<file path="src/rtl/pir_motion_pkg.sv">
// Shared types for the PIR motion controller.
package pir_motion_pkg;

    // Recognizer state
    typedef enum logic [1:0] {
        RS_IDLE = 2'd0,
        RS_WAIT = 2'd1,
        RS_HOLD = 2'd2
    } recog_state_e;

    // Which comparator produced the first pulse of a dual-pulse pair
    typedef enum logic {
        SRC_HI = 1'b0,
        SRC_LO = 1'b1
    } pulse_src_e;

endpackage

</file>
<file path="src/rtl/pir_deglitch.sv">
// Synchronizes one asynchronous comparator line and filters out short runs.
// Assumes: the input may change at any time; a run of ACCEPT_RUN consecutive
// high synchronized samples yields exactly one single-cycle event.
module pir_deglitch #(
    parameter int ACCEPT_RUN = 3
) (
    input  logic clk,
    input  logic rst_n,
    input  logic comp_i,
    output logic event_o
);
    localparam int CW = $clog2(ACCEPT_RUN + 1);

    logic          meta_q;
    logic          sync_q;
    logic [CW-1:0] run_q;

    // Two-flop synchronizer for the asynchronous comparator line
    always_ff @(posedge clk) begin
        if (!rst_n) begin
            meta_q <= 1'b0;
            sync_q <= 1'b0;
        end else begin
            meta_q <= comp_i;
            sync_q <= meta_q;
        end
    end

    // Count consecutive high samples, saturating at the acceptance length
    always_ff @(posedge clk) begin
        if (!rst_n) begin
            run_q <= '0;
        end else if (!sync_q) begin
            run_q <= '0;
        end else if (run_q != CW'(ACCEPT_RUN)) begin
            run_q <= run_q + 1'b1;
        end
    end

    // One event on the sample that completes the required run
    assign event_o = sync_q && (run_q == CW'(ACCEPT_RUN - 1));

    AST_ONE_EVENT_PER_RUN: assert property (@(posedge clk) disable iff (!rst_n)
        event_o |=> !event_o);

    AST_EVENT_NEEDS_HIGH: assert property (@(posedge clk) disable iff (!rst_n)
        event_o |-> $past(meta_q));

endmodule

</file>
<file path="src/rtl/pir_startup.sv">
// Start-up sequencer: blanks recognition for STARTUP_CYC cycles after reset
// and produces a blink signal that toggles every LED_HALF cycles meanwhile.
// Assumes: the count starts in the first cycle after reset is released.
module pir_startup #(
    parameter int STARTUP_CYC = 1875,
    parameter int LED_HALF    = 16
) (
    input  logic clk,
    input  logic rst_n,
    output logic blank_o,
    output logic blink_o
);
    localparam int SW = $clog2(STARTUP_CYC + 1);
    localparam int BW = $clog2(LED_HALF + 1);

    logic [SW-1:0] su_cnt_q;
    logic [BW-1:0] half_cnt_q;
    logic          blink_q;

    // Start-up duration counter, stops at its limit
    always_ff @(posedge clk) begin
        if (!rst_n) begin
            su_cnt_q <= '0;
        end else if (su_cnt_q != SW'(STARTUP_CYC)) begin
            su_cnt_q <= su_cnt_q + 1'b1;
        end
    end

    assign blank_o = (su_cnt_q != SW'(STARTUP_CYC));

    // Blink divider, active only while blanking
    always_ff @(posedge clk) begin
        if (!rst_n) begin
            half_cnt_q <= '0;
            blink_q    <= 1'b0;
        end else if (blank_o) begin
            if (half_cnt_q == BW'(LED_HALF - 1)) begin
                half_cnt_q <= '0;
                blink_q    <= ~blink_q;
            end else begin
                half_cnt_q <= half_cnt_q + 1'b1;
            end
        end
    end

    assign blink_o = blink_q;

    AST_BLINK_STOPS: assert property (@(posedge clk) disable iff (!rst_n)
        !blank_o |=> $stable(blink_q));

    AST_BLANK_FINAL: assert property (@(posedge clk) disable iff (!rst_n)
        !blank_o |=> !blank_o);

endmodule

</file>
<file path="src/rtl/pir_recog.sv">
// Pulse recognizer: single or dual-pulse motion detection with a timeout
// window and a fixed-length output pulse. Events arriving during blanking
// or while the output is high are ignored.
// Assumes: events are single-cycle; the mode is steady while a window is open.
module pir_recog
    import pir_motion_pkg::*;
#(
    parameter int DUAL_WIN = 312,
    parameter int HOLD_CYC = 100
) (
    input  logic clk,
    input  logic rst_n,
    input  logic blank_i,
    input  logic mode_dual_i,
    input  logic ev_hi_i,
    input  logic ev_lo_i,
    output logic motion_o
);
    localparam int WW = $clog2(DUAL_WIN + 1);
    localparam int HW = $clog2(HOLD_CYC + 1);

    recog_state_e  state_q;
    pulse_src_e    first_q;
    logic [WW-1:0] win_q;
    logic [HW-1:0] hold_q;
    logic          ev_same;
    logic          ev_opp;

    // Classify incoming events against the stored first pulse
    always_comb begin
        ev_same = (first_q == SRC_HI) ? ev_hi_i : ev_lo_i;
        ev_opp  = (first_q == SRC_HI) ? ev_lo_i : ev_hi_i;
    end

    // Recognition state machine
    always_ff @(posedge clk) begin
        if (!rst_n) begin
            state_q <= RS_IDLE;
            first_q <= SRC_HI;
            win_q   <= '0;
            hold_q  <= '0;
        end else begin
            case (state_q)
                RS_IDLE: begin
                    if (!blank_i) begin
                        if (!mode_dual_i || (ev_hi_i && ev_lo_i)) begin
                            if (ev_hi_i || ev_lo_i) begin
                                state_q <= RS_HOLD;
                                hold_q  <= HW'(HOLD_CYC - 1);
                            end
                        end else if (ev_hi_i || ev_lo_i) begin
                            state_q <= RS_WAIT;
                            first_q <= ev_hi_i ? SRC_HI : SRC_LO;
                            win_q   <= '0;
                        end
                    end
                end
                RS_WAIT: begin
                    if (ev_opp) begin
                        state_q <= RS_HOLD;
                        hold_q  <= HW'(HOLD_CYC - 1);
                    end else if (ev_same) begin
                        win_q <= '0;
                    end else if (win_q == WW'(DUAL_WIN - 1)) begin
                        state_q <= RS_IDLE;
                    end else begin
                        win_q <= win_q + 1'b1;
                    end
                end
                RS_HOLD: begin
                    if (hold_q == '0) begin
                        state_q <= RS_IDLE;
                    end else begin
                        hold_q <= hold_q - 1'b1;
                    end
                end
                default: state_q <= RS_IDLE;
            endcase
        end
    end

    assign motion_o = (state_q == RS_HOLD);

    AST_WINDOW_BOUND: assert property (@(posedge clk) disable iff (!rst_n)
        (state_q == RS_WAIT) |-> (win_q < WW'(DUAL_WIN)));

    AST_HOLD_COUNTDOWN: assert property (@(posedge clk) disable iff (!rst_n)
        (state_q == RS_HOLD && $past(state_q) == RS_HOLD && $past(rst_n))
        |-> (hold_q == $past(hold_q) - 1'b1));

    AST_HOLD_CONTINUES: assert property (@(posedge clk) disable iff (!rst_n)
        (state_q == RS_HOLD && hold_q != '0) |=> (state_q == RS_HOLD));

    AST_NO_WAIT_IN_SINGLE: assert property (@(posedge clk) disable iff (!rst_n)
        (state_q == RS_IDLE && !mode_dual_i) |=> (state_q != RS_WAIT));

endmodule

</file>
<file path="src/rtl/pir_motion_ctrl.sv">
// Top of the PIR motion controller: two deglitch channels, the start-up
// sequencer, the recognizer and LED output selection.
// Assumes: clk is the slow system oscillator; rst_n is synchronous.
module pir_motion_ctrl #(
    parameter int STARTUP_CYC = 1875,
    parameter int LED_HALF    = 16,
    parameter int ACCEPT_RUN  = 3,
    parameter int DUAL_WIN    = 312,
    parameter int HOLD_CYC    = 100
) (
    input  logic clk,
    input  logic rst_n,
    input  logic comp_hi_i,
    input  logic comp_lo_i,
    input  logic mode_dual_i,
    input  logic led_en_n_i,
    output logic motion_o,
    output logic led_o
);
    localparam int NCH = 2;

    logic [NCH-1:0] comp_raw;
    logic [NCH-1:0] comp_ev;
    logic           blank;
    logic           blink;
    logic           motion;

    assign comp_raw = {comp_lo_i, comp_hi_i};

    // One deglitch channel per comparator
    for (genvar g = 0; g < NCH; g++) begin : g_chan
        pir_deglitch #(
            .ACCEPT_RUN(ACCEPT_RUN)
        ) u_dg (
            .clk    (clk),
            .rst_n  (rst_n),
            .comp_i (comp_raw[g]),
            .event_o(comp_ev[g])
        );
    end

    pir_startup #(
        .STARTUP_CYC(STARTUP_CYC),
        .LED_HALF   (LED_HALF)
    ) u_su (
        .clk    (clk),
        .rst_n  (rst_n),
        .blank_o(blank),
        .blink_o(blink)
    );

    pir_recog #(
        .DUAL_WIN(DUAL_WIN),
        .HOLD_CYC(HOLD_CYC)
    ) u_rc (
        .clk        (clk),
        .rst_n      (rst_n),
        .blank_i    (blank),
        .mode_dual_i(mode_dual_i),
        .ev_hi_i    (comp_ev[0]),
        .ev_lo_i    (comp_ev[1]),
        .motion_o   (motion)
    );

    // Output selection: blink during start-up, gated motion afterwards
    always_comb begin
        motion_o = motion;
        led_o    = blank ? blink : (motion && !led_en_n_i);
    end

    AST_BLANK_QUIET: assert property (@(posedge clk) disable iff (!rst_n)
        blank |-> !motion_o);

    AST_LED_GATED: assert property (@(posedge clk) disable iff (!rst_n)
        (!blank && led_en_n_i) |-> !led_o);

    AST_LED_FOLLOWS: assert property (@(posedge clk) disable iff (!rst_n)
        (!blank && !led_en_n_i) |-> (led_o == motion_o));

endmodule

</file>
<file path="config.mk">
export PLATFORM = sky130hd
export DESIGN_NAME = pir_motion_ctrl
export DESIGN_NICKNAME = d
export VERILOG_FILES = /design/src/rtl/pir_motion_pkg.sv /design/src/rtl/pir_deglitch.sv /design/src/rtl/pir_startup.sv /design/src/rtl/pir_recog.sv /design/src/rtl/pir_motion_ctrl.sv
export SDC_FILE = /design/constraint.sdc
export NUM_CORES = 1
export LEC_CHECK = 0
export BUFFER_PORTS_ARGS = -buffer_cell sky130_fd_sc_hd__buf_2
export CORE_MARGIN = 5
export CORE_UTILIZATION = 40
export DETAILED_ROUTE_END_ITERATION = 12
export GPL_ROUTABILITY_DRIVEN = 1
export SYNTH_ARGS = -nofsm -noshare
export SYNTH_HDL_FRONTEND = slang
export SYNTH_SLANG_ARGS = --single-unit
</file>
<file path="constraint.sdc">
create_clock -name clk -period 2 [get_ports clk]
set_clock_uncertainty 0.05 [all_clocks]
set_input_delay 0.2 -clock clk [delete_from_list [all_inputs] [get_ports clk]]
set_output_delay 0.2 -clock clk [all_outputs]
set_load 0.02 [all_outputs]
</file>
# After elaboration in Yosys (flattened, before gate mapping)
# Cells that the tools add are included.
dict set report totals {
  regBits 44
  inputBits 6
  wordCells 88
}
dict set report classes {
  addsub 6
  n_eq_ne 20
  muxes 27
  bitwise 3
  reduce_logical 19
}
# operator count
set op_table {}
lappend op_table {{9-bit 2-to-1 mux} 6}
lappend op_table {{7-bit 2-to-1 mux} 5}
lappend op_table {{7-bit case mux with 3 select lines} 1}
lappend op_table {{9-bit case mux with 2 select lines} 1}
lappend op_table {{2-bit 2-to-1 mux} 8}
lappend op_table {{2-bit != test (second input constant)} 6}
lappend op_table {{6-bit AND reduction} 2}
lappend op_table {{11-bit by 1-bit adder with 11-bit output (second input constant)} 1}
lappend op_table {{11-bit != test (second input constant)} 1}
lappend op_table {{9-bit by 1-bit adder with 9-bit output (second input constant)} 1}
lappend op_table {{9-bit == test (second input constant)} 1}
lappend op_table {{2-bit by 1-bit != test with 1-bit output (second input constant)} 4}
lappend op_table {{7-bit logical NOT} 1}
lappend op_table {{7-bit by 1-bit subtractor with 7-bit output (second input constant)} 1}
lappend op_table {{2-bit == test (second input constant)} 3}
lappend op_table {{2-bit case mux with 3 select lines} 1}
lappend op_table {{2-bit AND reduction} 3}
lappend op_table {{5-bit by 1-bit adder with 5-bit output (second input constant)} 1}
lappend op_table {{5-bit by 4-bit == test with 1-bit output (second input constant)} 1}
lappend op_table {{5-bit 2-to-1 mux} 1}
lappend op_table {{5-bit AND reduction} 1}
lappend op_table {{2-bit by 1-bit adder with 2-bit output (second input constant)} 2}
lappend op_table {{1-bit logical AND} 4}
lappend op_table {{1-bit 2-to-1 mux} 4}
lappend op_table {{other kinds (11)} 15}

# Logic depth before layout (Yosys ltp)
# Gate-level depths: netlist of the first run.
dict set report depth {
  word_depth 7
  depth_mapped 8
  ltp_nobuf 7
}

# By module
# A second synthesis of the first run with hierarchy kept.
dict set report unflattened {
  cells_unflattened 254
  hier_area_um2 2287.2
}
# module instances cells_each area_per_inst_um2
set modules_own_cells {}
lappend modules_own_cells {pir_recog 1 131 1137.3}
lappend modules_own_cells {pir_startup 1 88 805.8}
lappend modules_own_cells {pir_deglitch 2 16 162.7}
lappend modules_own_cells {pir_motion_ctrl 1 3 18.8}

# Worst setup path before layout of the first run
# OpenSTA, ideal clock, no wires.
dict set report synth_timing {
  path_type {register to output}
  startpoint {reg u_su.su_cnt_q[0]}
  endpoint {out led_o}
  arrival_ps 1903
  required_ps 1750
  path_slack_ps -153
  stages_incl_launch_ff 6
  n_path_buf 1
  cell_sequence {dfxtp_1 > ha_1 > nand4_1 > or4_4 > buf_6 > o31ai_1}
}
dict set report synth_via {
  elab_chain_len 2
}
# item line_no
set synth_rtl {}
lappend synth_rtl {{from (decl)} pir_startup.sv:16} ;# logic [SW-1:0] su_cnt_q;
lappend synth_rtl {{from (signal assigned)} pir_startup.sv:25} ;# su_cnt_q <= su_cnt_q + 1'b1;
lappend synth_rtl {{11-bit != test} pir_startup.sv:29} ;# assign blank_o = (su_cnt_q != SW'(STARTUP_CYC));
lappend synth_rtl {{1-bit 2-to-1 mux} pir_motion_ctrl.sv:68} ;# led_o = blank ? blink : (motion && !led_en_n_i);
lappend synth_rtl {{to (decl)} pir_motion_ctrl.sv:18} ;# output logic led_o
# Every way passes these cells.

# Worst setup path in the final report of the first run
# Same ends and word-level chain as after synthesis.

==> flow_summary.ini, run 1 <==
[status]
status = finished, violations left
violations = negative setup slack

[routing]
num_vias = 1848
viasPerCell = 5.105
drt-initial-drc-count = 85
wire_per_inst_um = 11.83
post-route-drc-count = 0
routed_wl_um = 4281
first_pass_iters = 4
antenna_left = 0

[synthesis]
seq_area_frac_synth_pct = 41.41
synthFlopType = dfxtp_1
synth_fp_nets = 262
yosysMostFrequentCell = dfxtp_1
synthArstFlopShare_pct = 0
synth_warnings = 0
ys_types = 46
synth_top_area_cell = dfxtp_1
syn_inst = 247
avgSynthCellArea_um2 = 8.611
synthTopCellsByArea = dfxtp_1 (41%), ha_1 (5.3%), nor2_1 (4.9%)
synth_commonest_cells = dfxtp_1 (44), nor2_1 (28), nand2_1 (27)
netlist.area_leader.share_pct = 41.41
synth_area_um2 = 2127
ys_ff_latch = 44
synth_edf_count = 0

[finish]
fin_nets = 306
layout-drive-gt1-share_pct = 23.29
diodes = 0
syn_to_final_growth_pct = 27.76

[clock_tree]
htree_levels = 2
cts_buffers = 5
numClockSinks = 44
cts_root_buffer = clkbuf_8
clock_latency_ps = 290
clk_pin_slew_ps = 80
cts_tree = built
clockBufferDepth = 2

[global_route]
grt_usage_pct = 13.26
grt_pass1_wl_um = 7714
overflow = 0
grt_pass1_vias = 1791
grt_max_degree = 22
antenna_found_initial = 0

[setup_path]
critPathCaptureType = output port
startpoint_type = flop
cp_cell_sequence = ha_4, nand4_1, or4_4, buf_8, o31ai_4, buf_6
cp_max_fo = 3
crit_arrival_ps = 1890
path_class = flop to output port
slowest_stage = or4_4
worstPathRequired_ps = 1750
critPathMaxStageDelay_ps = 520

[die]
dieArea_um2 = 6876
core-area_um2 = 5140
ios = 8
die_y_um = 82.92
core.rowCount = 26
initial_core_util_pct = 41.38
die_x_um = 82.92

[power]
p_leak_nw = 1.046
ir_drop_v = 0.0003299
total_power_mw = 1.551
p_per_area_nw_per_um2 = 570.7

[sta]
post-route-min-period_ps = 2136
post-route-period-util_pct = 106.8
maxSlewViolCount = 0
hold_ws_ps = 59.49
fin_ws_ps = -135.8
hold_violations = 0
relSlewSlack_pct = 73.49
max_freq_mhz = 468.2
rsz0062_at_grt = yes
setup_violations = 11
worstMarginPinSlew_ps = 394.1

[place]
place.port_buffers = 7
gp_congestion = 0.8064
dp_worst_setup_slack_ps = -58.91
dp_hpwl_um = 3132

[min_path]
hp-class = primary input to flop

[flow_run]
max_cap_violations = 0
## state kept, by name, summed over array words and instances (netlist names)
name,count
g_chan.u_dg.run_q,4
u_rc.win_q,9
u_su.su_cnt_q,11
g_chan.u_dg.sync_q,2
g_chan.u_dg.meta_q,2
u_rc.first_q,1
u_su.half_cnt_q,5
u_su.blink_o,1
u_rc.state_q,2
u_rc.hold_q,7
## worst paths after layout
| path | start | endpoint | slack, ps | cells past startpoint |
|---|---|---|---|---|
| worst max-delay path | u_su.su_cnt_q[0] | led_o | -140 | 6 |
| worst min-delay path | comp_lo_i | g_chan[1].u_dg.meta_q | 60 | 2 |
| worst min register to register | g_chan[1].u_dg.meta_q | g_chan[1].u_dg.sync_q | 400 | 1 |
| worst max register to register | u_su.su_cnt_q[0] | u_rc.win_q[1] | -80 | 8 |
## where the power goes
group	switching [mW]	internal [mW]	total, mW	leakage (nW)
registers	0.0109	0.891	0.902	0.357
clock network	0.288	0.281	0.569	0.0445
logic	0.0425	0.0376	0.0801	0.645
## critical path: cells and delay by family (launching register included)
kind	cells	cell delay, ps
AOI/OAI and AO/OA	1	170
buffers and inverters	2	290
DFF	1	360
adders and majority gates	1	130
and+or+nand+nor	2	640
## per-layer routing
metal  GRT usage [%]  vias to the layer above  wire, um
met3           3.366                        6       147
met1           16.76                      843      2100
met2           21.94                       21      1970
met4           4.458                        0        61
li1                -                      978         -
met5               0                        -         0
## layout by cell type (no fill, tap or decap), drive strengths merged, types with 7 or more instances in the layout
| cell type | n |
|---|---|
| a21oi | 14 |
| and2 | 7 |
| buf | 44 |
| clkbuf | 7 |
| dfxtp | 44 |
| ha | 9 |
| nand2 | 27 |
| nand3 | 15 |
| nor2 | 28 |
| o21ai | 10 |
| xor2 | 12 |
## per-stage QoR
| step | instances | cell area (um2) | setup TNS (ps) | utilization [%] |
|---|---|---|---|---|
| final | 362 | 2718 | -589.4 | 52.87 |
| after global routing | 362 | 2718 | -2113 | 52.87 |
| after CTS | 362 | 2679 | -1270 | 52.12 |
| after detailed placement | 351 | 2505 | -240.6 | 48.73 |
| after global placement | 351 | 2505 | -54.97 | 48.73 |
| after floorplan | 247 | 2140 | 0 | - |
## cell type report
type                            count  area, um2
Inverter                            7      26.28
Sequential cell                    44      883.3
Clock inverter                      1      7.507
Clock buffer                        7      86.33
Tap cell                           70      87.58
Multi-Input combinational cell    189       1275
Fill cell                         503       2422
Timing Repair Buffer               44      351.6
## repair_timing
item | in CTS | in global routing
resized for setup | 12 | 8
setup buffers | 3 | 1
hold buffers | 0 | 0
pin swaps | 3 | 5
setup endpoints to repair | 7 | 21
endpoints found under the hold margin | 0 | 0
## cells by family (layout without fill, tap and decap cells)
family	count (synthesis)	count (layout)	share of synthesized area, %
flops	44	44	41.41
fa+ha+maj	9	9	5.294
simple gates	119	119	29.29
mux	2	2	1.000
xor+xnor	13	13	5.353
compound gates	46	46	14.65
buf+inv	14	59	3.000
Power figures use the tool's default switching activity.
==> inputs of run 2 (changes only) <==
PLACE_DENSITY_LB_ADDON = 0.25   (was default)
SYNTH_HIERARCHICAL = 1   (was default)
==> run 2 against run 1 <==
Against the previous run: the flow still finishes with violations (negative setup slack); routed wire length is 12% higher; first-iteration DRC count shrank 29%; power rose by 7.6%; via count grew 1.8%; highest routed layer unchanged; critical endpoint unchanged; clock power is 22% higher; clock-buffer cell count fell by 2; synthesized cell count is 2.8% higher; critical path type unchanged.
==> flow_summary.ini, run 2 <==
[power]
comb_power_share_pct = 4.5
p_per_area_nw_per_um2 = 598.2
power.switching_uw = 372.1
switching_share_pct = 22.30
intPower_mw = 1.296
total_power_mw = 1.668
p_leak_nw = 1.074
ir_drop_v = 0.0003579
power_frac_clock_pct = 41.5
power_frac_seq_pct = 54.0

[setup_path]
cp_cell_sequence = or4b_4, nor4_4, inv_2, buf_6, o21ai_4, buf_6
r2r_end = u_rc/hold_q[1]
worst_r2r_path_depth = 8
worstPathRequired_ps = 1750
critPathMaxStageDelay_ps = 540
path_class = flop to output port
startpoint_type = flop
cp_common_cell = buf_6
worstSetupStartpoint = u_su/su_cnt_q[5]
timing.rr.start = u_su/su_cnt_q[5]
cp_max_fo = 4
crit_arrival_ps = 1860
slowest_stage = or4b_4
reg2reg_slack_ps = -100
critPathCaptureType = output port
crit_path_end = led_o

[sta]
max_freq_mhz = 474.6
setup_violations = 18
timing.setup.tns_ps = -1235
post-route-period-util_pct = 105.3
fin_ws_ps = -107.0
relSlewSlack_pct = 60.99
hold_violations = 0
rsz0062_at_grt = yes
maxSlewViolCount = 0
post-route-min-period_ps = 2107
worstMarginPinSlew_ps = 584.3

[routing]
antenna_left = 0
post-route-drc-count = 0
first_pass_iters = 4
wire_per_inst_um = 13.45
routed_wl_um = 4788
viasPerCell = 5.284
drt-initial-drc-count = 60
num_vias = 1881

[die]
ios = 8
core.rowCount = 27
initial_core_util_pct = 41.28
die_x_um = 85.62
die_y_um = 85.62
dieArea_um2 = 7330
core-area_um2 = 5540

[synthesis]
netlist.area_leader.share_pct = 38.51
syn_inst = 254
synth_top_area_cell = dfxtp_1
seq_area_frac_synth_pct = 38.51
synth_warnings = 6
synthFlopType = dfxtp_1
synthArstFlopShare_pct = 0
yosysMostFrequentCell = dfxtp_1
synth_edf_count = 0
synthTopCellsByArea = dfxtp_1 (39%), nand2_1 (5.9%), ha_1 (4.9%)
synth_area_um2 = 2287
ys_types = 59
synth_commonest_cells = dfxtp_1 (44), nand2_1 (36), and2_1 (14)
ys_ff_latch = 44
synth_fp_nets = 269
avgSynthCellArea_um2 = 9.005

[place]
placedCellCount = 341
place.port_buffers = 7
gp_congestion = 0.7464
dp_worst_setup_slack_ps = -109.5
dp_hpwl_um = 3165

[clock_tree]
clock_latency_ps = 310
cts_hold_buffers = 0
cts_tree = built
cts_buffers = 5
htree_levels = 2
cts_root_buffer = clkbuf_8
numClockSinks = 44
clockBufferDepth = 2
clk_pin_slew_ps = 90

[finish]
diodes = 0
layout-drive-gt1-share_pct = 25.35
syn_to_final_growth_pct = 21.94
largest_register = u_su/su_cnt_q
stdcell_count = 356
fin_nets = 298
largest_reg_flops = 11
mostFrequentLayoutCells = dfxtp_1 (40), nand2_1 (35), buf_4 (20)
final_common_cell = dfxtp_1
top_regs = u_su/su_cnt_q: 11 flops, u_rc/win_q: 9 flops, u_rc/hold_q: 7 flops

[global_route]
grt_usage_pct = 13.98
overflow = 0
grt_max_degree = 34
antenna_found_initial = 0
grt_pass1_vias = 1834
grt_pass1_wl_um = 8217

[status]
status = finished, violations left
violations = negative setup slack

[min_path]
hp-class = primary input to flop

[flow_run]
max_cap_violations = 0
[run 2: cell count changes after synthesis, sizes merged, moves of 4 or more]
cell | before | now
nor2 | 28 | 7
nand2 | 27 | 36
and2 | 7 | 14
a311oi | 6 | 0
nand3 | 15 | 9
xnor2 | 1 | 7
a21boi | 0 | 5
o21ai | 10 | 5
xor2 | 12 | 7
nand4b | 5 | 1
nor2b | 2 | 6
nor3b | 1 | 5
o21a | 0 | 4
o22ai | 0 | 4
[run 2: cell type report]
| class | count | area (um2) |
|---|---|---|
| Timing Repair Buffer | 31 | 230.2 |
| Inverter | 7 | 26.28 |
| Clock inverter | 3 | 42.54 |
| Tap cell | 72 | 90.09 |
| Sequential cell | 44 | 885.9 |
| Clock buffer | 5 | 68.82 |
| Multi-Input combinational cell | 194 | 1445 |
| Fill cell | 550 | 2751 |
[run 2: cells by family (layout without fill, tap and decap cells)]
family | Yosys count | after routing | synth area share [%]
adders and majority gates | 9 | 9 | 4.924
xor gates and xnor gates | 14 | 14 | 5.361
AOI/OAI and AO/OA | 49 | 50 | 15.97
buffers and inverters | 17 | 46 | 3.282
and+or+nand+nor | 117 | 117 | 30.14
DFF | 44 | 44 | 38.51
muxes | 4 | 4 | 1.805
[run 2: how the worst min path moves through the flow]
stage,endpoint,slack (ps),startpoint,depth (start not counted)
floorplan,g_chan[0].u_dg/meta_q,270,rst_n,1
global placement,g_chan[1].u_dg/sync_q,370,g_chan[1].u_dg/meta_q,1
detailed placement,g_chan[0].u_dg/meta_q,370,comp_hi_i,2
CTS,g_chan[0].u_dg/meta_q,40,comp_hi_i,2
global route,g_chan[0].u_dg/meta_q,60,comp_hi_i,2
finish,g_chan[0].u_dg/meta_q,50,comp_hi_i,2
[run 2: worst max-delay path: cells and delay by family (launching register included)]
| family | cells | cell delay, ps |
|---|---|---|
| AO/OA/AOI/OAI | 1 | 140 |
| AND/OR/NAND/NOR | 2 | 720 |
| flip-flops | 1 | 320 |
| buffers and inverters | 3 | 380 |
[run 2: through the flow]
stage | hold slack, ps | utilization, % | instance area [um2]
global route | 58.66 | 50.34 | 2789
CTS | 44.32 | 50.14 | 2778
detailed placement | 371.6 | 45.98 | 2547
floorplan | 271.7 | - | 2336
finish | 53.79 | 50.34 | 2789
global placement | 365.3 | 45.98 | 2547
[run 2: per-layer routing]
| layer | up-vias | GRT usage [%] | share of wire, % |
|---|---|---|---|
| li1 | 961 | - | - |
| met1 | 893 | 16.89 | 47 |
| met2 | 18 | 23.59 | 48 |
| met3 | 9 | 2.978 | 2.6 |
| met4 | 0 | 6.619 | 2.4 |
| met5 | - | 0 | 0 |
[run 2: timing repair]
item / CTS / global route
hold endpoints to repair: 0 / 0
setup buffers: 5 / 0
cloned: 2 / 0
setup endpoints to repair: 17 / 19
pin swaps: 8 / 3
resized for setup: 11 / 3
[run 2: power by group through the flow]
stage | combinational (mW) | clock (mW) | sequential (mW)
finish | 0.0745 | 0.692 | 0.902
global route | 0.0865 | 0.749 | 0.904
CTS | 0.0757 | 0.720 | 0.902
detailed placement | 0.0757 | 0 | 0.922
global placement | 0.0740 | 0 | 0.922
floorplan | 0.0434 | 0 | 0.924
==> inputs of run 3 (changes only) <==
PLACE_DENSITY = 0.62   (was default)
PLACE_DENSITY_LB_ADDON = default   (was 0.25)
==> run 3 against run 2 <==
Against the previous run: the run still ends with negative setup slack left; critical path depth is 2 higher; hold slack worse by 3.7 ps; flip-flop and latch count stayed put; clock-buffer cell count is 2 higher; critical endpoint is now u_rc/hold_q[5]; largest cell class unchanged.
==> flow_summary.ini, run 3 (synthesis gave the netlist of run 2 again) <==
[routing]
dr_wl_met2_um = 2002
routed_wl_um = 4448
drt-initial-drc-count = 77
first_pass_iters = 4
viasPerCell = 5.241
post-route-drc-count = 0
dr.max_layer_used = met4
wl_met1_um = 2215
antenna_left = 0
wl_met3_um = 141
num_vias = 1850
wire_per_inst_um = 12.60

[setup_path]
worstPathRequired_ps = 2190
cp_cell_sequence = or4b_4, nor4_4, inv_2, buf_4, o21bai_4, a221oi_4, buf_4, o31a_1
critPathMaxStageDelay_ps = 540
cp_top_family = simple AND/OR/NAND/NOR gates
path_class = flop to flop
startpoint_type = flop
path_buf_inv = 3
critPathCaptureType = flop
slowest_stage = or4b_4
cp_common_cell = buf_4
cp_max_fo = 4
crit_arrival_ps = 2300

[clock_tree]
cts_root_buffer = clkbuf_8
cts_tree = built
cts_buffers = 5
clockBufferDepth = 2
clock_latency_ps = 300
clk_pin_slew_ps = 80
htree_levels = 2
cts_hold_buffers = 0
numClockSinks = 44

[sta]
rsz0062_at_grt = yes
worstMarginPinSlew_ps = 541.0
timing.setup.tns_ps = -984.5
relSlewSlack_pct = 63.61
setup_violations = 17
maxSlewViolCount = 0
hold_ws_ps = 50.06
hold_violations = 0
max_freq_mhz = 475.1
post-route-min-period_ps = 2105
fin_ws_ps = -104.9
post-route-period-util_pct = 105.2

[status]
status = finished, violations left
violations = negative setup slack

[finish]
layout-drive-gt1-share_pct = 24.56
diodes = 0
stdcell_count = 353
syn_to_final_growth_pct = 20.30
fin_nets = 296
largest_reg_flops = 11
mostFrequentLayoutCells = dfxtp_1 (40), nand2_1 (35), buf_4 (20)
top_regs = u_su/su_cnt_q: 11 flops, u_rc/win_q: 9 flops, u_rc/hold_q: 7 flops
final_common_cell = dfxtp_1
largest_register = u_su/su_cnt_q

[global_route]
grt_usage_pct = 12.90
antenna_found_initial = 0
grt_max_degree = 19
grt_pass1_wl_um = 7659
overflow = 0
grt_pass1_vias = 1678

[place]
placedCellCount = 341
dp_hpwl_um = 3022
gp_congestion = 0.7680
place.port_buffers = 7
dp_worst_setup_slack_ps = -89.21

[die]
die_y_um = 85.62
dieArea_um2 = 7330
initial_core_util_pct = 41.28
core.rowCount = 27
ios = 8
core-area_um2 = 5540
die_x_um = 85.62

[flow_run]
max_cap_violations = 0

[power]
ir_drop_v = 0.0003475
p_leak_nw = 1.064
p_per_area_nw_per_um2 = 571.0
total_power_mw = 1.571

[min_path]
hp-class = primary input to flop
## run 3: worst reg2reg max path, cell delays in order, from the launching register on
cell and delay [ps]:
dfxtp_2 320, or4b_4 540, nor4_4 180, inv_2 100, buf_4 140, o21bai_4 170
a221oi_4 260, buf_4 190, o31a_1 110
## run 3: cell type report
cell class	instances	area [um2]
Fill cell	532	2789
Multi-Input combinational cell	194	1439
Sequential cell	44	885.9
Timing Repair Buffer	29	214.0
Clock buffer	7	96.34
Tap cell	72	90.09
Inverter	7	26.28
## run 3: where the power goes
group	total, mW	switching (mW)	internal (mW)
combinational	0.0747	0.0386	0.0362
sequential	0.901	0.0100	0.891
clock	0.595	0.287	0.308
## run 3: worst paths after layout
kind	slack (ps)	cells past startpoint	to	start
setup reg to reg	-100	8	u_rc/hold_q[5]	u_su/su_cnt_q[2]
hold reg to reg	390	1	g_chan[0].u_dg/sync_q	g_chan[0].u_dg/meta_q
hold / removal	50	2	g_chan[1].u_dg/meta_q	comp_lo_i
setup / recovery	-100	8	u_rc/hold_q[5]	u_su/su_cnt_q[2]
## run 3: metal layers
layer	up-vias	GRT usage [%]
li1	956	-
met1	863	17.27
met2	23	19.70
met3	8	3.074
met4	0	5.612
met5	-	0
## run 3: metrics by stage
step                instance area, um2  utilization, %
floorplan                         2336               -
global placement                  2547           45.98
detailed placement                2547           45.98
CTS                               2721           49.12
global route                      2751           49.66
finish                            2751           49.66
## run 3: timing repair
item / in CTS / in global routing
resized for setup: 7 / 6
buffers inserted: 4 / 0
endpoints found under the hold margin: 0 / 0
cloned: 1 / 0
setup endpoints to repair: 13 / 19
pin swaps: 6 / 2
